$ cat src/rtl/bac_pkg.sv
package bac_pkg;
  typedef enum logic [1:0] {
    OP_HOLD  = 2'd0,
    OP_STEP  = 2'd1,
    OP_LOAD  = 2'd2,
    OP_CLEAR = 2'd3
  } bac_op_t;
endpackage

$ cat src/rtl/bac_op_decode.sv
module bac_op_decode
  import bac_pkg::*;
(
  input  logic    ld_n,
  input  logic    step_n,
  input  logic    clr_n,
  output bac_op_t op
);
  // Fixed priority: clear, then load, then step, else hold.
  always_comb begin
    if (!clr_n)       op = OP_CLEAR;
    else if (!ld_n)   op = OP_LOAD;
    else if (!step_n) op = OP_STEP;
    else              op = OP_HOLD;
  end
endmodule

$ cat src/rtl/bac_next_addr.sv
module bac_next_addr
  import bac_pkg::*;
#(
  parameter int ADDR_W = 15
) (
  input  bac_op_t           op,
  input  logic [ADDR_W-1:0] cur,
  input  logic [ADDR_W-1:0] ext,
  output logic [ADDR_W-1:0] nxt
);
  localparam logic [ADDR_W-1:0] ONE = ADDR_W'(1);

  // Natural modulo-2^ADDR_W add gives wrap from all-ones to zero.
  logic [ADDR_W-1:0] inc;
  assign inc = cur + ONE;

  always_comb begin
    unique case (op)
      OP_CLEAR: nxt = '0;
      OP_LOAD:  nxt = ext;
      OP_STEP:  nxt = inc;
      default:  nxt = cur;
    endcase
  end
endmodule

$ cat src/rtl/bac_burst_addr.sv
module bac_burst_addr
  import bac_pkg::*;
#(
  parameter int ADDR_W = 15
) (
  input  logic              clk,
  input  logic              rst,
  input  logic [ADDR_W-1:0] ext_addr,
  input  logic              ld_n,
  input  logic              step_n,
  input  logic              clr_n,
  output logic [ADDR_W-1:0] addr_q
);
  bac_op_t           op;
  logic [ADDR_W-1:0] nxt;

  bac_op_decode u_dec (
    .ld_n   (ld_n),
    .step_n (step_n),
    .clr_n  (clr_n),
    .op     (op)
  );

  bac_next_addr #(.ADDR_W(ADDR_W)) u_nxt (
    .op  (op),
    .cur (addr_q),
    .ext (ext_addr),
    .nxt (nxt)
  );

  always_ff @(posedge clk) begin
    if (rst) addr_q <= '0;
    else     addr_q <= nxt;
  end
endmodule

$ cat config.mk
export PLATFORM = sky130hd
export DESIGN_NAME = bac_burst_addr
export DESIGN_NICKNAME = d
export VERILOG_FILES = /design/src/rtl/bac_pkg.sv /design/src/rtl/bac_op_decode.sv /design/src/rtl/bac_next_addr.sv /design/src/rtl/bac_burst_addr.sv
export SDC_FILE = /design/constraint.sdc
export NUM_CORES = 1
export LEC_CHECK = 0
export BUFFER_PORTS_ARGS = -buffer_cell sky130_fd_sc_hd__clkbuf_2
export CAP_MARGIN = 5
export CORE_MARGIN = 5
export CORE_UTILIZATION = 40
export DETAILED_ROUTE_END_ITERATION = 7
export GPL_TIMING_DRIVEN = 0
export HOLD_SLACK_MARGIN = 0.1
export PLACE_DENSITY = 0.7
export REMOVE_ABC_BUFFERS = 1
export SLEW_MARGIN = 40
export SYNTH_ARGS = -nofsm -noshare
export SYNTH_HDL_FRONTEND = slang
export SYNTH_SLANG_ARGS = --single-unit
$ cat constraint.sdc
create_clock -name clk -period 1.5 [get_ports clk]
set_input_delay 0 -clock clk [delete_from_list [all_inputs] [get_ports clk]]
set_output_delay 0 -clock clk [all_outputs]
set_load 0.03 [all_outputs]
==> results of run 1 <==
[layout make-up]
cell class | count | area [sq um]
Sequential cell | 15 | 313
Inverter | 2 | 7.51
Tap cell | 28 | 35.0
Multi-Input combinational cell | 89 | 652
Fill cell | 203 | 812
Clock buffer | 4 | 26.3
Timing Repair Buffer | 57 | 388
[synthesized netlist by cell type, drive strengths merged, types with 2 or more instances]
library cell	count	area share [%]
a211oi	2	1.6
a21oi	11	5.8
a221oi	2	1.8
a311oi	2	1.8
a32o	2	2.1
and4	2	2.0
clkbuf	5	2.0
dfxtp	15	32
inv	2	0.79
nand2	5	2.0
nand2b	3	2.0
nand3	5	2.6
nand3b	3	2.4
nand4	3	5.1
nor2	11	4.3
nor2b	3	2.0
nor3	5	2.6
nor4	2	3.6
o211ai	2	1.6
o21ai	7	3.7
o221ai	4	3.7
xnor2	3	2.8
xor2	2	1.8
[logic make-up (layout without fill, tap and decap cells)]
group	Yosys count	in the layout	synth area share, %
adders and majority gates	1	1	1.32
muxes	1	1	1.05
and+or+nand+nor	45	45	31.0
buffers and inverters	8	63	3.29
DFF	15	15	31.6
AOI/OAI and AO/OA	37	37	27.1
xor gates and xnor gates	5	5	4.61
[worst reg2reg max path, cell delays in order, from the launching register on]
cell and delay (ps):
dfxtp_4 380, ha_4 140, nand4_1 220, nor4_4 290
mux2i_1 210, a21oi_1 70
[repair_timing]
item / 4_1_cts / 5_1_grt
hold buffers: 17 / 0
pin swaps: 1 / 4
resized for setup: 7 / 8
setup buffers: 1 / 5
endpoints found under the setup margin: 6 / 7
endpoints found under the hold margin: 15 / 0
[how the worst max path moves through the flow]
stage	start	to	depth (start not counted)
final	addr_q[1]	addr_q[14]	5
after global routing	addr_q[1]	addr_q[14]	5
after CTS	addr_q[1]	addr_q[14]	5
after detailed placement	addr_q[0]	addr_q[14]	5
after global placement	addr_q[0]	addr_q[14]	5
after floorplan	addr_q[0]	addr_q[14]	5
[where the power goes]
part / internal [mW] / total, mW / switching, mW
Combinational: 0.0927 / 0.196 / 0.103
Clock: 0.103 / 0.235 / 0.132
Sequential: 0.410 / 0.433 / 0.0228
[through the flow]
stage	setup TNS, ps	cell area [sq um]	utilization (%)	power (mW)
2_1_floorplan	-534	926	-	0.519
3_3_place_gp	-440	1130	50.6	0.584
3_5_place_dp	-676	1130	50.6	0.589
4_1_cts	0	1360	60.8	0.859
5_1_grt	-59.3	1420	63.6	0.904
6_report	0	1420	63.6	0.864
[cells in the final DEF, fill, tap and decap left out, types with 3 or more instances in the layout]
cell type,n
clkbuf_2,34
dlygate4sd3_1,16
nor2_1,11
a21oi_1,11
dfxtp_1,9
o21ai_0,7
buf_4,6
nand2_1,5
nand3_1,5
nor3_1,4
o221ai_1,4
dfxtp_2,4
nor2b_1,3
nand2b_1,3
xnor2_1,3
nand3b_1,3
clkbuf_4,3
[per-layer routing]
layer	up-vias	track usage (%)	part of all wire (%)
met4	0	9.71	2.5
met3	11	2.19	5.1
met2	36	30.0	52
li1	547	-	-
met1	536	22.0	40
met5	-	0	0
==> flow_summary.json, run 1 <==
{
  "synth-edff-count": 0,
  "layout_setup_ws_ps": 74.1,
  "cp_top_family": "simple AND/OR/NAND/NOR gates",
  "cts_tree": "done",
  "insertedDiodeCount": 0,
  "crit_fanout": 4,
  "reg2reg_depth": 5,
  "dieArea_sq_mm": 0.00345,
  "maxCapViolCount": 0,
  "startpoint_type": "flop",
  "firstDrtPassIters": 4,
  "slowest_delay_ps": 380,
  "rsz0062_at_grt": "true",
  "fmax_mhz": 701,
  "synthCells": 112,
  "ant_nets": 0,
  "period_needed_ps": 1430,
  "io_buffers": 34,
  "clk_latency_ps": 290,
  "timing.rr.start": "addr_q[1]",
  "cts_sinks": 15,
  "hold_depth": 3,
  "dp.cells": 168,
  "grt_max_degree": 27,
  "initial_utilization_pct": 42.5,
  "leakage_nw": 0.591,
  "die_w_um": 58.7,
  "rows": 17,
  "grt_pass1_wl_um": 4850,
  "grt_pass1_vias": 1116,
  "yosys_warnings": 0,
  "synthFlopType": "dfxtp_1",
  "route.detailed.drc": 0,
  "fin_skew_ps": 5.51,
  "powerDensity_mw_per_mm2": 608,
  "tightest_slew_ps": 781,
  "avgSynthCellArea_sq_um": 8.48,
  "min_to": "addr_q[13]",
  "ir_drop_uv": 482,
  "via_per_inst": 5.79,
  "globalplace.congestion": 0.843,
  "reg2reg_to": "addr_q[14]",
  "die_h_um": 58.7,
  "ff2ff_setup_slack_ps": 70,
  "crit_path_end_kind": "flop",
  "synth.cell_area_sq_um": 950,
  "async_reset_ff_share_pct": 0,
  "fin_nets": 189,
  "yosys_register_bits": 15,
  "cts_buffer_depth": 2,
  "drtIter0Drc": 33,
  "drive_gt1_share_pct": 34.1,
  "htree_levels": 1,
  "largest_register": "addr_q",
  "cp_num_buf_inv": 0,
  "outcome": "finished clean",
  "hold_path.class": "in2reg",
  "cp.required_ps": 1680,
  "area.growth.synth_to_final_pct": 49.7,
  "io_pins": 35,
  "vias": 1130,
  "crit_type": "reg2reg",
  "worst_path_max_delay_cell": "dfxtp_4",
  "hold_viol": 0,
  "hold_start": "clr_n",
  "fin_cells": 195,
  "ys_types": 37,
  "relSlewSlack_pct": 47.8,
  "finalSetupViolCount": 0,
  "largest_register_ffs": 15,
  "root_buffer": "clkbuf_4",
  "place_ws_ps": -270,
  "wirelength_um": 3000,
  "clk_pin_slew_ps": 80,
  "grt_overflow": 0,
  "hold_ws_ps": 130,
  "numCtsBuffers": 3,
  "antenna_found_initial": 0,
  "grt_use_total_pct": 17.9,
  "finalCritPeriodShare_pct": 95.1,
  "maxSlewViolCount": 0,
  "arrival_ps": 1610,
  "seq_area_frac_synth_pct": 31.6,
  "hpwlAfterDp_um": 2010,
  "fp.coreArea_sq_mm": 0.00223,
  "crit_path_cell_trace": "ha_4 -> nand4_1 -> nor4_4 -> mux2i_1 -> a21oi_1",
  "wl_per_cell_um": 15.4,
  "top_regs": "addr_q (15)"
}
(Power assumes the default switching activity.)
==> run 2: changes to the inputs <==
--- a/config.mk
+++ b/config.mk
@@ -5,7 +5,7 @@
 export SDC_FILE = /design/constraint.sdc
 export NUM_CORES = 1
 export LEC_CHECK = 0
-export BUFFER_PORTS_ARGS = -buffer_cell sky130_fd_sc_hd__clkbuf_2
+export BUFFER_PORTS_ARGS = -buffer_cell sky130_fd_sc_hd__buf_2
 export CAP_MARGIN = 5
 export CORE_MARGIN = 5
 export CORE_UTILIZATION = 40
==> flow_summary.json, run 2 (synthesis gave the netlist of run 1 again) <==
{
  "outcome": "finished clean",
  "p_sw_share_pct": 29.7,
  "grt_pass1_wl_um": 4770,
  "antenna_found_initial": 0,
  "ir_drop_uv": 465,
  "wirelength_um": 2920,
  "cts_sinks": 15,
  "rows": 17,
  "hold_viol": 0,
  "largest_register_ffs": 15,
  "firstDrtPassIters": 4,
  "numCtsBuffers": 3,
  "grt_overflow": 0,
  "p_total_mw": 0.866,
  "cp_top_family": "simple AND/OR/NAND/NOR gates",
  "wl_per_cell_um": 15.1,
  "multi_input_area_sq_um": 644,
  "leakage_nw": 0.560,
  "relSlewSlack_pct": 50.2,
  "grt_use_total_pct": 17.6,
  "final_common_cell": "buf_2",
  "fin_cells": 194,
  "arrival_ps": 1650,
  "fp.coreArea_sq_mm": 0.00223,
  "route.detailed.drc": 0,
  "rsz0062_at_grt": "false",
  "maxCapViolCount": 0,
  "slowest_delay_ps": 390,
  "via_per_inst": 5.84,
  "crit_type": "reg2reg",
  "largest_register": "addr_q",
  "clk_pin_slew_ps": 90,
  "top_regs": "addr_q (15)",
  "vias": 1132,
  "drtIter0Drc": 38,
  "crit_path_end_kind": "flop",
  "p_sw_mw": 0.257,
  "dieArea_sq_mm": 0.00345,
  "area.growth.synth_to_final_pct": 49.4,
  "fin_nets": 188,
  "ant_nets": 0,
  "grt_max_degree": 27,
  "p_comb_share_pct": 22.7,
  "period_needed_ps": 1430,
  "final_util_pct": 63.5,
  "fmax_mhz": 702,
  "htree_levels": 1,
  "hpwlAfterDp_um": 1970,
  "maxSlewViolCount": 0,
  "final_cell_mix": "buf_2, dlygate4sd3_1, nor2_1, a21oi_1, dfxtp_1",
  "fin_tns_setup_ps": 0,
  "cp.required_ps": 1730,
  "p_clk_share_pct": 27.4,
  "die_h_um": 58.7,
  "finalCritPeriodShare_pct": 95.0,
  "stdcell_area_sq_mm": 0.00142,
  "powerDensity_mw_per_mm2": 610,
  "dp.cells": 168,
  "grt_pass1_vias": 1045,
  "crit_path_cell_trace": "ha_4 -> and4_4 -> a32oi_1 -> or3_1 -> a21oi_1",
  "p_int_mw": 0.609,
  "startpoint_type": "flop",
  "place_area_sq_mm": 0.00113,
  "seq_area_sq_um": 313,
  "hold_path.class": "in2reg",
  "io_pins": 35,
  "crit_fanout": 5,
  "clk_latency_ps": 290,
  "finalSetupViolCount": 0,
  "cp_num_buf_inv": 0,
  "globalplace.congestion": 0.844,
  "die_w_um": 58.7,
  "fin_skew_ps": 2.36,
  "fillCellCount": 190,
  "insertedDiodeCount": 0,
  "worst_path_max_delay_cell": "dfxtp_4",
  "initial_utilization_pct": 42.5,
  "tightest_slew_ps": 746,
  "root_buffer": "clkbuf_4",
  "p_seq_share_pct": 49.9,
  "io_buffers": 34,
  "drive_gt1_share_pct": 34.3,
  "cts_tree": "done",
  "cts_buffer_depth": 2
}
==> run 2: cell types whose count changed in the layout (fill, tap and decap cells not counted) <==
cell            change
buf_12              +1
nor3_4              -1
nor2b_1             -1
buf_2              +34
nor3_1              -1
nor4_2              +1
dlymetal6s4s_1      -1
buf_4               -3
clkbuf_2           -34
nor3_2              +2
dlygate4sd3_1       +2
nor4_4              -1
nor2b_2             +1
==> run 2: cell type report <==
cell class	count	area share [%]
clock buffers	4	1.85
inverters	2	0.529
multi-input cells	89	45.4
flip-flops and latches	15	22.0
well taps	28	2.47
repair buffers	56	27.7
==> run 2: worst min-delay path, stage by stage <==
cell	delay, ps
buf_2	180
a21oi_1	140
a21oi_1	70
==> run 2: final timing paths <==
kind | from | to | slack (ps) | depth (start not counted)
min reg2reg | addr_q[10] | addr_q[10] | 530 | 2
max | addr_q[0] | addr_q[10] | 70 | 5
max reg2reg | addr_q[0] | addr_q[10] | 70 | 5
min | step_n | addr_q[6] | 140 | 3
==> run 2: power groups by stage <==
stage	sequential, mW	combinational, mW	clock [mW]
after global routing	0.435	0.214	0.255
final	0.432	0.197	0.237
after floorplan	0.464	0.0548	0
after CTS	0.433	0.182	0.240
after global placement	0.441	0.143	0
after detailed placement	0.442	0.146	0
==> run 2: through the flow <==
stage / hold WS (ps) / setup slack, ps
floorplan: 90.1 / -217
global placement: 218 / -207
detailed placement: 234 / -207
CTS: 140 / 45.6
global route: 153 / 1.89
finish: 138 / 74.9
==> run 2: repair_timing <==
item	CTS	global route
hold buffers	17	1
pin swaps	0	1
endpoints found under the hold margin	15	2
setup buffers	2	2
resized for setup	8	5
setup endpoints to repair	5	7
gates cloned	0	0
==> run 2: per-layer routing <==
| metal | vias to the layer above | global-route usage (%) | routed length (um) | share of wire (%) |
|---|---|---|---|---|
| met3 | 12 | 3.07 | 249 | 8.5 |
| met2 | 51 | 30.3 | 1450 | 49 |
| met5 | - | 0 | 0 | 0 |
| met1 | 526 | 21.3 | 1150 | 39 |
| met4 | 0 | 7.12 | 74 | 2.5 |
| li1 | 543 | - | - | - |
==> run 3: changes to the inputs <==
--- a/config.mk
+++ b/config.mk
@@ -10,7 +10,6 @@
 export CORE_MARGIN = 5
 export CORE_UTILIZATION = 40
 export DETAILED_ROUTE_END_ITERATION = 7
-export GPL_TIMING_DRIVEN = 0
 export HOLD_SLACK_MARGIN = 0.1
 export PLACE_DENSITY = 0.7
 export REMOVE_ABC_BUFFERS = 1
==> flow_summary.json, run 3 (synthesis gave the netlist of run 1 again) <==
{
  "outcome": "finished clean",
  "finalCritPeriodShare_pct": 93.0,
  "grt_pass1_wl_um": 5020,
  "cts_tree": "done",
  "clk_pin_slew_ps": 90,
  "leakage_nw": 0.582,
  "vias": 1147,
  "final_common_cell": "buf_2",
  "ir_drop_uv": 608,
  "crit_type": "reg2reg",
  "place_ws_ps": 8.64,
  "grt_max_degree": 19,
  "wl_per_cell_um": 15.4,
  "hold_path.class": "in2reg",
  "wirelength_um": 3070,
  "grt_pass1_vias": 1113,
  "root_buffer": "clkbuf_4",
  "route.detailed.drc": 0,
  "hpwlAfterDp_um": 2220,
  "min_to": "addr_q[9]",
  "cts_buffer_depth": 2,
  "rows": 17,
  "insertedDiodeCount": 0,
  "io_pins": 35,
  "arrival_ps": 1620,
  "largest_register_ffs": 15,
  "stdcell_area_sq_mm": 0.00141,
  "fin_nets": 193,
  "drtIter0Drc": 61,
  "largest_register": "addr_q",
  "tightest_slew_ps": 365,
  "period_needed_ps": 1390,
  "fin_cells": 199,
  "io_buffers": 34,
  "final_util_pct": 63.3,
  "crit_fanout": 3,
  "fmax_mhz": 717,
  "maxCapViolCount": 0,
  "die_h_um": 58.7,
  "hold_start": "ext_addr[9]",
  "ant_nets": 0,
  "rsz0062_at_grt": "false",
  "initial_utilization_pct": 42.5,
  "reg2reg_depth": 5,
  "timing.rr.start": "addr_q[0]",
  "layout_setup_ws_ps": 105,
  "cp.required_ps": 1730,
  "clk_latency_ps": 290,
  "die_w_um": 58.7,
  "dieArea_sq_mm": 0.00345,
  "numCtsBuffers": 3,
  "drive_gt1_share_pct": 33.9,
  "relSlewSlack_pct": 75.5,
  "htree_levels": 1,
  "hold_depth": 3,
  "globalplace.congestion": 0.880,
  "firstDrtPassIters": 4,
  "postCtsSetupBuffers": 0,
  "hold_viol": 0,
  "dp.cells": 178,
  "ff2ff_setup_slack_ps": 110,
  "maxSlewViolCount": 0,
  "powerDensity_mw_per_mm2": 619,
  "finalSetupViolCount": 0,
  "final_cell_mix": "buf_2, dlygate4sd3_1, dfxtp_1, nor2_1, a21oi_1",
  "reg2reg_to": "addr_q[10]",
  "fp.coreArea_sq_mm": 0.00223,
  "grt_overflow": 0,
  "via_per_inst": 5.76,
  "area.growth.synth_to_final_pct": 48.9,
  "cts_sinks": 15,
  "place_area_sq_mm": 0.00121,
  "crit_path_end_kind": "flop",
  "startpoint_type": "flop",
  "top_regs": "addr_q (15)",
  "antenna_found_initial": 0,
  "grt_use_total_pct": 18.8,
  "fin_skew_ps": 4.97
}
[run 3: worst max-delay path, cell delays in order (launching register included)]
cell	delay [ps]
dfxtp_2	370
ha_1	180
and4_2	260
a32oi_1	100
or3_1	310
a21oi_1	120
[run 3: how the worst max path moves through the flow]
stage / from / endpoint / slack [ps] / depth (start not counted)
6_report: addr_q[0] / addr_q[10] / 110 / 5
5_1_grt: addr_q[6] / addr_q[14] / 5 / 4
4_1_cts: addr_q[0] / addr_q[14] / 0.2 / 5
3_5_place_dp: addr_q[0] / addr_q[14] / 9 / 5
3_3_place_gp: addr_q[0] / addr_q[14] / 80 / 5
2_1_floorplan: addr_q[0] / addr_q[14] / -220 / 5
[run 3: area by class of cell]
class,instances,area (sq um)
Clock buffer,4,26.3
Fill cell,201,820
Inverter,2,7.51
Multi-Input combinational cell,89,626
Sequential cell,15,304
Tap cell,28,35.0
Timing Repair Buffer,61,415
[run 3: metrics by stage]
step           total power, mW  TNS (ps)  hold WS, ps
3_3_place_gp             0.604         0          218
5_1_grt                  0.916         0          135
3_5_place_dp             0.606         0          222
2_1_floorplan            0.519      -534         90.1
6_report                 0.875         0          125
4_1_cts                  0.871         0          101
[run 3: metal layers]
layer / vias to the layer above / GRT usage [%] / share of wire [%]
li1: 555 / - / -
met1: 526 / 21.4 / 40
met2: 56 / 34.2 / 51
met3: 10 / 2.85 / 7.1
met4: 0 / 7.77 / 1.8
met5: - / 0 / 0
[run 3: where the power goes]
group,switching [mW],total (mW),internal (mW)
registers,0.0205,0.432,0.412
clock network,0.135,0.238,0.103
logic,0.106,0.205,0.0993
[run 3: repair_timing]
| action | 4_1_cts | 5_1_grt |
|---|---|---|
| resized for setup | 0 | 5 |
| hold buffers | 17 | 0 |
| endpoints found under the setup margin | 0 | 5 |
| hold endpoints to repair | 14 | 0 |
